### src/rtl/pbus_pkg.sv
package pbus_pkg;
  localparam int PIN_W = 32;

  typedef enum logic [1:0] {ST_IDLE, ST_ADDR, ST_DATA} pbus_st_e;

  function automatic logic [5:0] data_bits(input logic [1:0] sel);
    case (sel)
      2'd0:    return 6'd8;
      2'd1:    return 6'd16;
      default: return 6'd32;
    endcase
  endfunction

  function automatic logic [5:0] addr_bits(input logic [1:0] sel);
    case (sel)
      2'd0:    return 6'd0;
      2'd1:    return 6'd4;
      2'd2:    return 6'd12;
      default: return 6'd20;
    endcase
  endfunction

  function automatic logic [PIN_W-1:0] low_mask(input logic [5:0] n);
    if (n >= 6'(PIN_W)) return '1;
    return (PIN_W'(1) << n) - PIN_W'(1);
  endfunction
endpackage

### src/rtl/pbus_pace.sv
module pbus_pace #(
  parameter int DIV_W = 8
) (
  input  logic             clk,
  input  logic             rst_n,
  input  logic             load,
  input  logic [DIV_W-1:0] load_val,
  input  logic             run,
  output logic             expired
);
  logic [DIV_W-1:0] cnt_q, cnt_d;
  logic             cnt_en;

  assign expired = (cnt_q == '0);
  assign cnt_en  = load | (run & ~expired);

  always_comb begin
    cnt_d = cnt_q;
    if (load)     cnt_d = load_val;
    else if (run) cnt_d = cnt_q - DIV_W'(1);
  end

  always_ff @(posedge clk or negedge rst_n) begin
    if (!rst_n)      cnt_q <= '0;
    else if (cnt_en) cnt_q <= cnt_d;
  end
endmodule

### src/rtl/pbus_frame.sv
module pbus_frame #(
  parameter int LEN_W = 4
) (
  input  logic             clk,
  input  logic             rst_n,
  input  logic             start,
  input  logic             done,
  input  logic             clear,
  input  logic [LEN_W-1:0] len,
  output logic             active
);
  logic [LEN_W-1:0] cnt_q, cnt_d;
  logic             act_q, act_d;
  logic             upd;

  assign active = act_q;
  assign upd    = start | done | clear;

  always_comb begin
    cnt_d = cnt_q;
    act_d = act_q;
    if (clear) begin
      cnt_d = '0;
      act_d = 1'b0;
    end else begin
      if (start && !act_q) begin
        act_d = 1'b1;
        cnt_d = '0;
      end
      if (done) begin
        if (cnt_q == len) begin
          act_d = 1'b0;
          cnt_d = '0;
        end else begin
          cnt_d = cnt_q + LEN_W'(1);
        end
      end
    end
  end

  always_ff @(posedge clk or negedge rst_n) begin
    if (!rst_n) begin
      cnt_q <= '0;
      act_q <= 1'b0;
    end else if (upd) begin
      cnt_q <= cnt_d;
      act_q <= act_d;
    end
  end
endmodule

### src/rtl/pbus_clkgen.sv
module pbus_clkgen (
  input  logic clk,
  input  logic rst_n,
  input  logic en,
  input  logic gate,
  input  logic first,
  output logic bus_clk
);
  logic tog_q, tog_en;

  assign tog_en = en & ~gate;

  always_ff @(posedge clk or negedge rst_n) begin
    if (!rst_n)      tog_q <= 1'b0;
    else if (tog_en) tog_q <= ~tog_q;
  end

  always_comb begin
    if (!en)       bus_clk = 1'b0;
    else if (gate) bus_clk = ~first;
    else           bus_clk = tog_q;
  end
endmodule

### src/rtl/pbus_master.sv
module pbus_master
  import pbus_pkg::*;
#(
  parameter int ADDR_W = 20,
  parameter int DIV_W  = 8,
  parameter int LEN_W  = 4
) (
  input  logic              clk,
  input  logic              rst_n,
  input  logic              cfg_clk_en,
  input  logic              cfg_clk_gate,
  input  logic              cfg_frame_en,
  input  logic [LEN_W-1:0]  cfg_frame_len,
  input  logic [1:0]        cfg_addr_sel,
  input  logic [1:0]        cfg_data_sel,
  input  logic              cfg_split,
  input  logic [DIV_W-1:0]  cfg_div,
  input  logic              req_valid,
  output logic              req_ready,
  input  logic              req_write,
  input  logic [ADDR_W-1:0] req_addr,
  input  logic [PIN_W-1:0]  req_wdata,
  output logic              rsp_valid,
  output logic [PIN_W-1:0]  rsp_rdata,
  output logic              bus_clk,
  output logic              bus_frame,
  output logic              bus_rd,
  output logic              bus_wr,
  input  logic              pin_rdy,
  output logic [PIN_W-1:0]  pin_out,
  output logic [PIN_W-1:0]  pin_oe,
  input  logic [PIN_W-1:0]  pin_in
);
  pbus_st_e          state_q, state_d;
  logic              first_q, first_d;
  logic              wr_q;
  logic [ADDR_W-1:0] addr_q;
  logic [PIN_W-1:0]  wdata_q;
  logic              rsp_valid_q;
  logic [PIN_W-1:0]  rsp_rdata_q;
  logic              pace_ok, accept, done, bus_idle, frame_act, active;
  logic [5:0]        dw, aw;
  logic [PIN_W-1:0]  dmask, amask, addr_ext, addr_hi, amask_hi;

  assign dw       = data_bits(cfg_data_sel);
  assign aw       = addr_bits(cfg_addr_sel);
  assign dmask    = low_mask(dw);
  assign amask    = low_mask(aw);
  assign addr_ext = PIN_W'(addr_q) & amask;
  assign addr_hi  = addr_ext << dw;
  assign amask_hi = amask << dw;

  assign active    = (state_q != ST_IDLE);
  assign req_ready = (state_q == ST_IDLE) & pace_ok;
  assign accept    = req_ready & req_valid;
  assign done      = (state_q == ST_DATA) & pin_rdy;
  assign bus_idle  = req_ready & ~req_valid;

  pbus_pace #(.DIV_W(DIV_W)) u_pace (
    .clk(clk), .rst_n(rst_n), .load(done), .load_val(cfg_div),
    .run(state_q == ST_IDLE), .expired(pace_ok)
  );

  pbus_frame #(.LEN_W(LEN_W)) u_frame (
    .clk(clk), .rst_n(rst_n), .start(accept), .done(done),
    .clear(bus_idle), .len(cfg_frame_len), .active(frame_act)
  );

  pbus_clkgen u_clkgen (
    .clk(clk), .rst_n(rst_n), .en(cfg_clk_en), .gate(cfg_clk_gate),
    .first(active & first_q), .bus_clk(bus_clk)
  );

  // phase sequencer: next state
  always_comb begin
    state_d = state_q;
    first_d = first_q;
    case (state_q)
      ST_IDLE: if (accept) begin
        state_d = cfg_split ? ST_ADDR : ST_DATA;
        first_d = 1'b1;
      end
      ST_ADDR: if (first_q) begin
        first_d = 1'b0;
      end else begin
        state_d = ST_DATA;
        first_d = 1'b1;
      end
      default: begin
        first_d = 1'b0;
        if (pin_rdy) state_d = ST_IDLE;
      end
    endcase
  end

  always_ff @(posedge clk or negedge rst_n) begin
    if (!rst_n) begin
      state_q <= ST_IDLE;
      first_q <= 1'b0;
    end else begin
      state_q <= state_d;
      first_q <= first_d;
    end
  end

  always_ff @(posedge clk or negedge rst_n) begin
    if (!rst_n) begin
      wr_q    <= 1'b0;
      addr_q  <= '0;
      wdata_q <= '0;
    end else if (accept) begin
      wr_q    <= req_write;
      addr_q  <= req_addr;
      wdata_q <= req_wdata;
    end
  end

  always_ff @(posedge clk or negedge rst_n) begin
    if (!rst_n) rsp_valid_q <= 1'b0;
    else        rsp_valid_q <= done & ~wr_q;
  end

  always_ff @(posedge clk or negedge rst_n) begin
    if (!rst_n)              rsp_rdata_q <= '0;
    else if (done && !wr_q)  rsp_rdata_q <= pin_in & dmask;
  end

  assign rsp_valid = rsp_valid_q;
  assign rsp_rdata = rsp_rdata_q;
  assign bus_frame = cfg_frame_en & frame_act;
  assign bus_rd    = (state_q == ST_DATA) & ~wr_q;
  assign bus_wr    = (state_q == ST_DATA) &  wr_q;

  // pin image per phase
  always_comb begin
    pin_out = '0;
    pin_oe  = '0;
    case (state_q)
      ST_ADDR: begin
        pin_out = addr_ext;
        pin_oe  = amask;
      end
      ST_DATA: begin
        if (!cfg_split) begin
          pin_out = addr_hi;
          pin_oe  = amask_hi;
        end
        if (wr_q) begin
          pin_out = pin_out | (wdata_q & dmask);
          pin_oe  = pin_oe | dmask;
        end
      end
      default: ;
    endcase
  end
endmodule

### config.mk
export PLATFORM = sky130hd
export DESIGN_NAME = pbus_master
export DESIGN_NICKNAME = d
export VERILOG_FILES = /design/src/rtl/pbus_pkg.sv /design/src/rtl/pbus_pace.sv /design/src/rtl/pbus_frame.sv /design/src/rtl/pbus_clkgen.sv /design/src/rtl/pbus_master.sv
export SDC_FILE = /design/constraint.sdc
export NUM_CORES = 1
export LEC_CHECK = 0
export ABC_AREA = 1
export BUFFER_PORTS_ARGS = -buffer_cell sky130_fd_sc_hd__buf_2
export CAP_MARGIN = 20
export CORE_MARGIN = 2
export CORE_UTILIZATION = 55
export CTS_CLUSTER_SIZE = 8
export DETAILED_ROUTE_END_ITERATION = 16
export PLACE_DENSITY_LB_ADDON = 0.15
export SYNTH_ARGS = -nofsm -noshare
export SYNTH_HDL_FRONTEND = slang
export SYNTH_SLANG_ARGS = --single-unit
### constraint.sdc
create_clock -name clk -period 5.88 [get_ports clk]
set_clock_uncertainty 0.1 [all_clocks]
set_input_delay 1.47 -clock clk [delete_from_list [all_inputs] [get_ports clk]]
set_output_delay 1.47 -clock clk [all_outputs]
set_load 0.05 [all_outputs]
After elaboration in Yosys (flattened, before gate mapping) --
Cells that the tools add are included. Widths: inputs -> output; s select.
Storage, ports and cells: flip-flop bits (word level) 103, bits in latches 0, RAM bits 0, ROM bits 0, bits of input ports 109, output and inout bits 102, word-level logic and storage cells 105, memories 0
Operators by class: add/sub/neg operators 4, multiply operators 0, divide/modulo/power cells 0, magnitude comparators 2, equal/unequal tests 8, shift operators 4, muxes and demuxes 36, bitwise operators 25, reduce and logical (&&, ||, !) cells 15
Operators by type and width (count):
- $mux 32 | 10
- $pmux 32 s2 | 2
- $and 32x32->32 | 2
- $or 32x32->32 | 2
- $shl 1x6->32 const A | 2
- $shl 32x6->32 | 2
- $sub 32x2->32 const B | 2
- $and 20x32->32 | 1
- $mux 4 | 4
- $mux 8 | 2
- $pmux 5 s3 | 1
- $ge 6x6->1 const B | 2
- $pmux 6 s2 | 1
- $and 1x1->1 | 11
- $mux 1 | 10
- $logic_not 8->1 | 1
- $mux 2 | 4
- $sub 8x1->8 const B | 1
- $eq 2x1->1 const B | 3
- $logic_not 2->1 | 3
- $not 1->1 | 6
- $reduce_bool 3->1 | 2
- $add 4x1->4 const B | 1
- $eq 2x2->1 const B | 2
- 11 further kinds | 17

Longest topological paths before layout --
word-level depth 12, mapped depth 12, mapped depth without buffers 10

Hierarchy --
Synthesis repeated with hierarchy kept, for this count alone.
Second synthesis, totals: cells, all modules 888, area, all modules 6242.2 um2
By module, submodules not included:
- pbus_master | instances 1, cells each 735, area an instance 5186.2 um2, seq. area each 2227.1 um2
- pbus_pace | instances 1, cells each 90, area an instance 646.9 um2, seq. area each 200.2 um2
- pbus_frame | instances 1, cells each 53, area an instance 347.8 um2, seq. area each 125.1 um2
- pbus_clkgen | instances 1, cells each 10, area an instance 61.3 um2, seq. area each 25.0 um2

Worst setup path before layout --
Ideal clock, no wire load.
path kind input port to output port, start in cfg_data_sel[0], end out pin_oe[13], arrival time 4207 ps, required time 4310 ps, slack 103 ps, cell stages on the path 10, path buffers 2, cells stage by stage inv_1 -> nand2_1 -> buf_2 -> ha_1 -> nor2_1 -> nand2_1 -> inv_1 -> a31oi_1 -> o21ai_0 -> buf_4
On the way: cells in the longest elaborated chain, start to end 8, elaborated cells between the ends (all ways) 14, those cells by class add/sub: 1; order compare: 1; eq/ne: 1; shift: 2; mux: 7; bitwise: 1; reduce/logical: 1
RTL lines:
- from (decl) | RTL line pbus_master.sv:15 | input logic [1:0] cfg_data_sel,
- $eq 2x1->1 or $logic_not 2->1 (tied branches) | RTL line pbus_pkg.sv:7 | case (sel)
- $pmux 6 s2 (*) | RTL line pbus_pkg.sv:7
- $shl 1x6->32, or another cell as far along | RTL line pbus_pkg.sv:25 | return (PIN_W'(1) << n) - PIN_W'(1);
- $sub 32x2->32, or another cell as far along | RTL line pbus_pkg.sv:25
- $mux 32 (on tied branches) | RTL line pbus_pkg.sv:25, pbus_master.sv:138
- $or 32x32->32 | RTL line pbus_master.sv:150 | pin_oe = pin_oe | dmask;
- $mux 32 (*) | RTL line pbus_master.sv:148 | if (wr_q) begin
- $pmux 32 s2 (*) | RTL line pbus_master.sv:138 | case (state_q)
- to (decl) | RTL line pbus_master.sv:31 | output logic [PIN_W-1:0] pin_oe,
Every way passes the cells marked *; elsewhere a longest branch is shown, timed or not. The select of a mux whose other input is x is not followed.

Final worst setup path --
start in cfg_data_sel[0], end out pin_oe[14]
The elaborated chain is that of the path after synthesis.

==> key figures <==
Critical path
  – Startpoint Class: primary input
  – R2R cell count: 8
  – CP Capture Type: output port
  – CP required: between 4000 and 5000 ps
  – FF-to-FF Start: state_q[0]$_DFFE_PN0P_
  – Kind of critical path: in -> out
  – Worst Path Arrival: 3730 ps
  – Reg2reg end: rsp_rdata[6]$_DFFE_PN0P_
  – R2R Setup Slk: 3670 ps
  – Critical path fanouts, max: 11

Min path
  – HP Start: rsp_rdata[15]$_DFFE_PN0P_
  – Hold path cells: 2
  – Endpoint, Worst Hold: rsp_rdata[15]$_DFFE_PN0P_
  – Hold WC Path Type: reg -> reg

Final layout
  – Non-Filler Instances: 1,194
  – Nets: ~1,200
  – N_diodes: 0
  – Most frequent cells in the layout: 307 x nand2_1, 209 x buf_2, 103 x inv_1, 103 x dfrtp_1, 101 x o21ai_0
  – Area growth syn-to-layout: 20.00%
  – # fillers: 1,027
  – Layout cells sized above 1: 0.2391
  – Commonest non-fill, non-tap cell in the layout: nand2_1

Routing
  – Detail Route Antenna Nets: 0
  – Wire per inst: 13.91 um
  – Drt initial violations: 627
  – Via count: 6,140
  – DRT Pass-1 Iters: 5
  – Vias per Instance: ~5.1
  – DRT Wirelength: approximately 17 mm
  – DRC: 0

Floorplan
  – Starting Density: 0.5649
  – Top Ports: 211
  – Num rows: 38
  – Core Region: 0.01089 mm^2
  – DIE AREA: 0.01205 mm^2
  – Die Y: 109.8 um
  – Die Wd: 109.8 um

Clock tree
  – Clock Tree Root: clkbuf_8
  – Htree depth: 3
  – CTS tree: yes
  – Clock Latency Late Sink: 370 ps
  – Clock transition at path regs: 90 ps
  – Post-CTS Setup Bufs: 0
  – Clock Path Buffers: 2
  – PostCTS Resize Cnt: 0
  – CTS buffer count: 9
  – Clk sinks: ~100
  – Hold Buf Count CTS: 0

STA
  – Endpoints failing hold: 0
  – Setup_tns: 0 ps
  – Relative slew slack: 0.5479
  – Slew of the pin with the lowest slew margin: approximately 680 ps
  – RSZ-0062 raised after global routing: false
  – Slew Limit Fails: 0
  – Part of the cycle the worst path needs: 0.9020
  – F_max: about 0.19 GHz
  – Final setup viols: 0
  – Final min period: between 5000 and 6000 ps

Pwr
  – Pleak: 4.366 nW
  – Max IR drop VDD: 411.8 uV
  – Pwr/cell area: 477.5 mW/mm^2

Placed design
  – Post-DP HPWL: around 13 mm
  – Number of port buffers: 210
  – RePlAce Congestion: between 0.9 and 1
  – Placed cell count: around 1,200

Status
  – Run status: complete, no violations

Logic synthesis
  – Post-synth net total: around 1,000
  – Post-Synthesis Cells: 873
  – Seq/Total Area, Yosys: 0.4190
  – Post-synthesis cell type count: 35
  – Synth warn: 0
  – Cell Area, Synth: 0.006151 mm^2
  – #FFs+latches synth: 103
  – Syn avg cell area: 7.046 um^2

GRT
  – Vias in the first global route: 5,513
  – GRT Util Overall: 0.2777
  – Largest net degree at the start of global routing: 109
  – First-pass GRT wire length: 26.11 mm
  – GR Overflow Total: 0
  – Initial antenna violation count: 0

Run
  – Max-Cap Viols: 0
synthesized netlist by cell type:
cell type	n	area share
a211oi_1	1	0.0012
a21oi_1	19	0.015
a21oi_2	6	0.0085
a31o_2	1	0.0014
a31oi_1	2	0.0020
a31oi_2	1	0.0020
a32oi_1	1	0.0014
buf_1	1	0.00061
buf_2	14	0.011
buf_4	20	0.024
buf_6	3	0.0055
clkbuf_1	18	0.011
clkinv_1	1	0.00061
dfrtp_1	103	0.42
ha_1	14	0.028
inv_1	103	0.063
nand2_1	307	0.19
nand2_2	1	0.0010
nand3_1	69	0.056
nand3_4	1	0.0028
nor2_1	44	0.027
nor2_2	1	0.0010
nor2_4	2	0.0037
nor3_1	3	0.0024
o2111ai_1	1	0.0014
o211ai_1	5	0.0061
o21a_1	2	0.0024
o21ai_0	101	0.082
o21ai_1	10	0.0081
o21bai_1	2	0.0024
o22ai_1	4	0.0041
o31ai_1	2	0.0024
or2_2	2	0.0020
xnor2_1	1	0.0014
xor2_1	7	0.010
final cells by class:
cell class | count | area, um^2 | share of cell area
clock buffer | 9 | 123.9 | 0.01678
clock inverter | 7 | 80.08 | 0.01085
inverter | 104 | 390.4 | 0.05289
multi-input combinational | 610 | 2858 | 0.3872
sequential | 103 | 2577 | 0.3492
tap | 140 | 175.2 | 0.02373
timing repair buffer | 221 | 1176 | 0.1593
worst max path at each step:
stage | slack [ps] | endpoint | cells after the start | startpoint
3_5_place_dp | 660 | pin_oe[14] | 10 | cfg_data_sel[0]
3_3_place_gp | 690 | pin_oe[14] | 10 | cfg_data_sel[0]
5_1_grt | 350 | pin_oe[12] | 10 | cfg_data_sel[0]
6_report | 580 | pin_oe[14] | 10 | cfg_data_sel[0]
2_1_floorplan | 100 | pin_oe[13] | 10 | cfg_data_sel[0]
4_1_cts | 650 | pin_oe[14] | 10 | cfg_data_sel[0]
per-layer routing:
metal | vias up | global-route usage | routed length (um)
met2 | 240 | 0.4700 | 8057
met3 | 28 | 0.04386 | 1165
met5 | - | 0 | 0
li1 | 3097 | - | -
met1 | 2775 | 0.3671 | 7137
met4 | 0 | 0.08318 | 247
kinds of logic (layout without fill, tap and decap cells):
| group | count (synthesis) | in the layout | synth area share |
|---|---|---|---|
| AO/OA/AOI/OAI | 158 | 158 | 0.1414 |
| flip-flops | 103 | 103 | 0.4190 |
| buffers and inverters | 160 | 341 | 0.1164 |
| adder cells (fa/ha/maj) | 14 | 14 | 0.02848 |
| XOR/XNOR | 8 | 8 | 0.01139 |
| AND/OR/NAND/NOR | 430 | 430 | 0.2834 |
metrics by stage:
stage / util / setup WS (ps) / area, um^2 / power, mW / hold slack [ps]
finish: 0.6779 / 576.3 / 7381 / 3.524 / 383.2
global route: 0.6779 / 348.4 / 7381 / 3.800 / 401.8
CTS: 0.6728 / 653.4 / 7326 / 3.530 / 384.8
detailed placement: 0.6541 / 657.7 / 7122 / 3.071 / 359.8
global placement: 0.6541 / 690.2 / 7122 / 3.044 / 356.7
floorplan: - / 102.7 / 6151 / 2.676 / 353.3
report_power, final:
group	total (mW)	internal (mW)	switching, mW
registers	1.24	1.02	0.218
logic	1.83	0.484	1.35
clock network	0.456	0.202	0.254
state kept, by name (all words and copies together) (netlist names):
name / flops
rsp_rdata: 32
wdata_q: 32
addr_q: 20
u_pace.cnt_q: 8
u_frame.cnt_q: 4
state_q: 2
first_q: 1
rsp_valid: 1
u_clkgen.tog_q: 1
u_frame.active: 1
wr_q: 1
worst max-delay path, stage by stage:
cell and delay, ps:
buf_2 110, inv_1 110, nand2_1 90, ha_1 340, nor2_1 260, nand2_1 140
inv_1 220, a31oi_1 110, o21ai_0 490, buf_2 370
No activity file was read; power rests on OpenSTA's default activity.
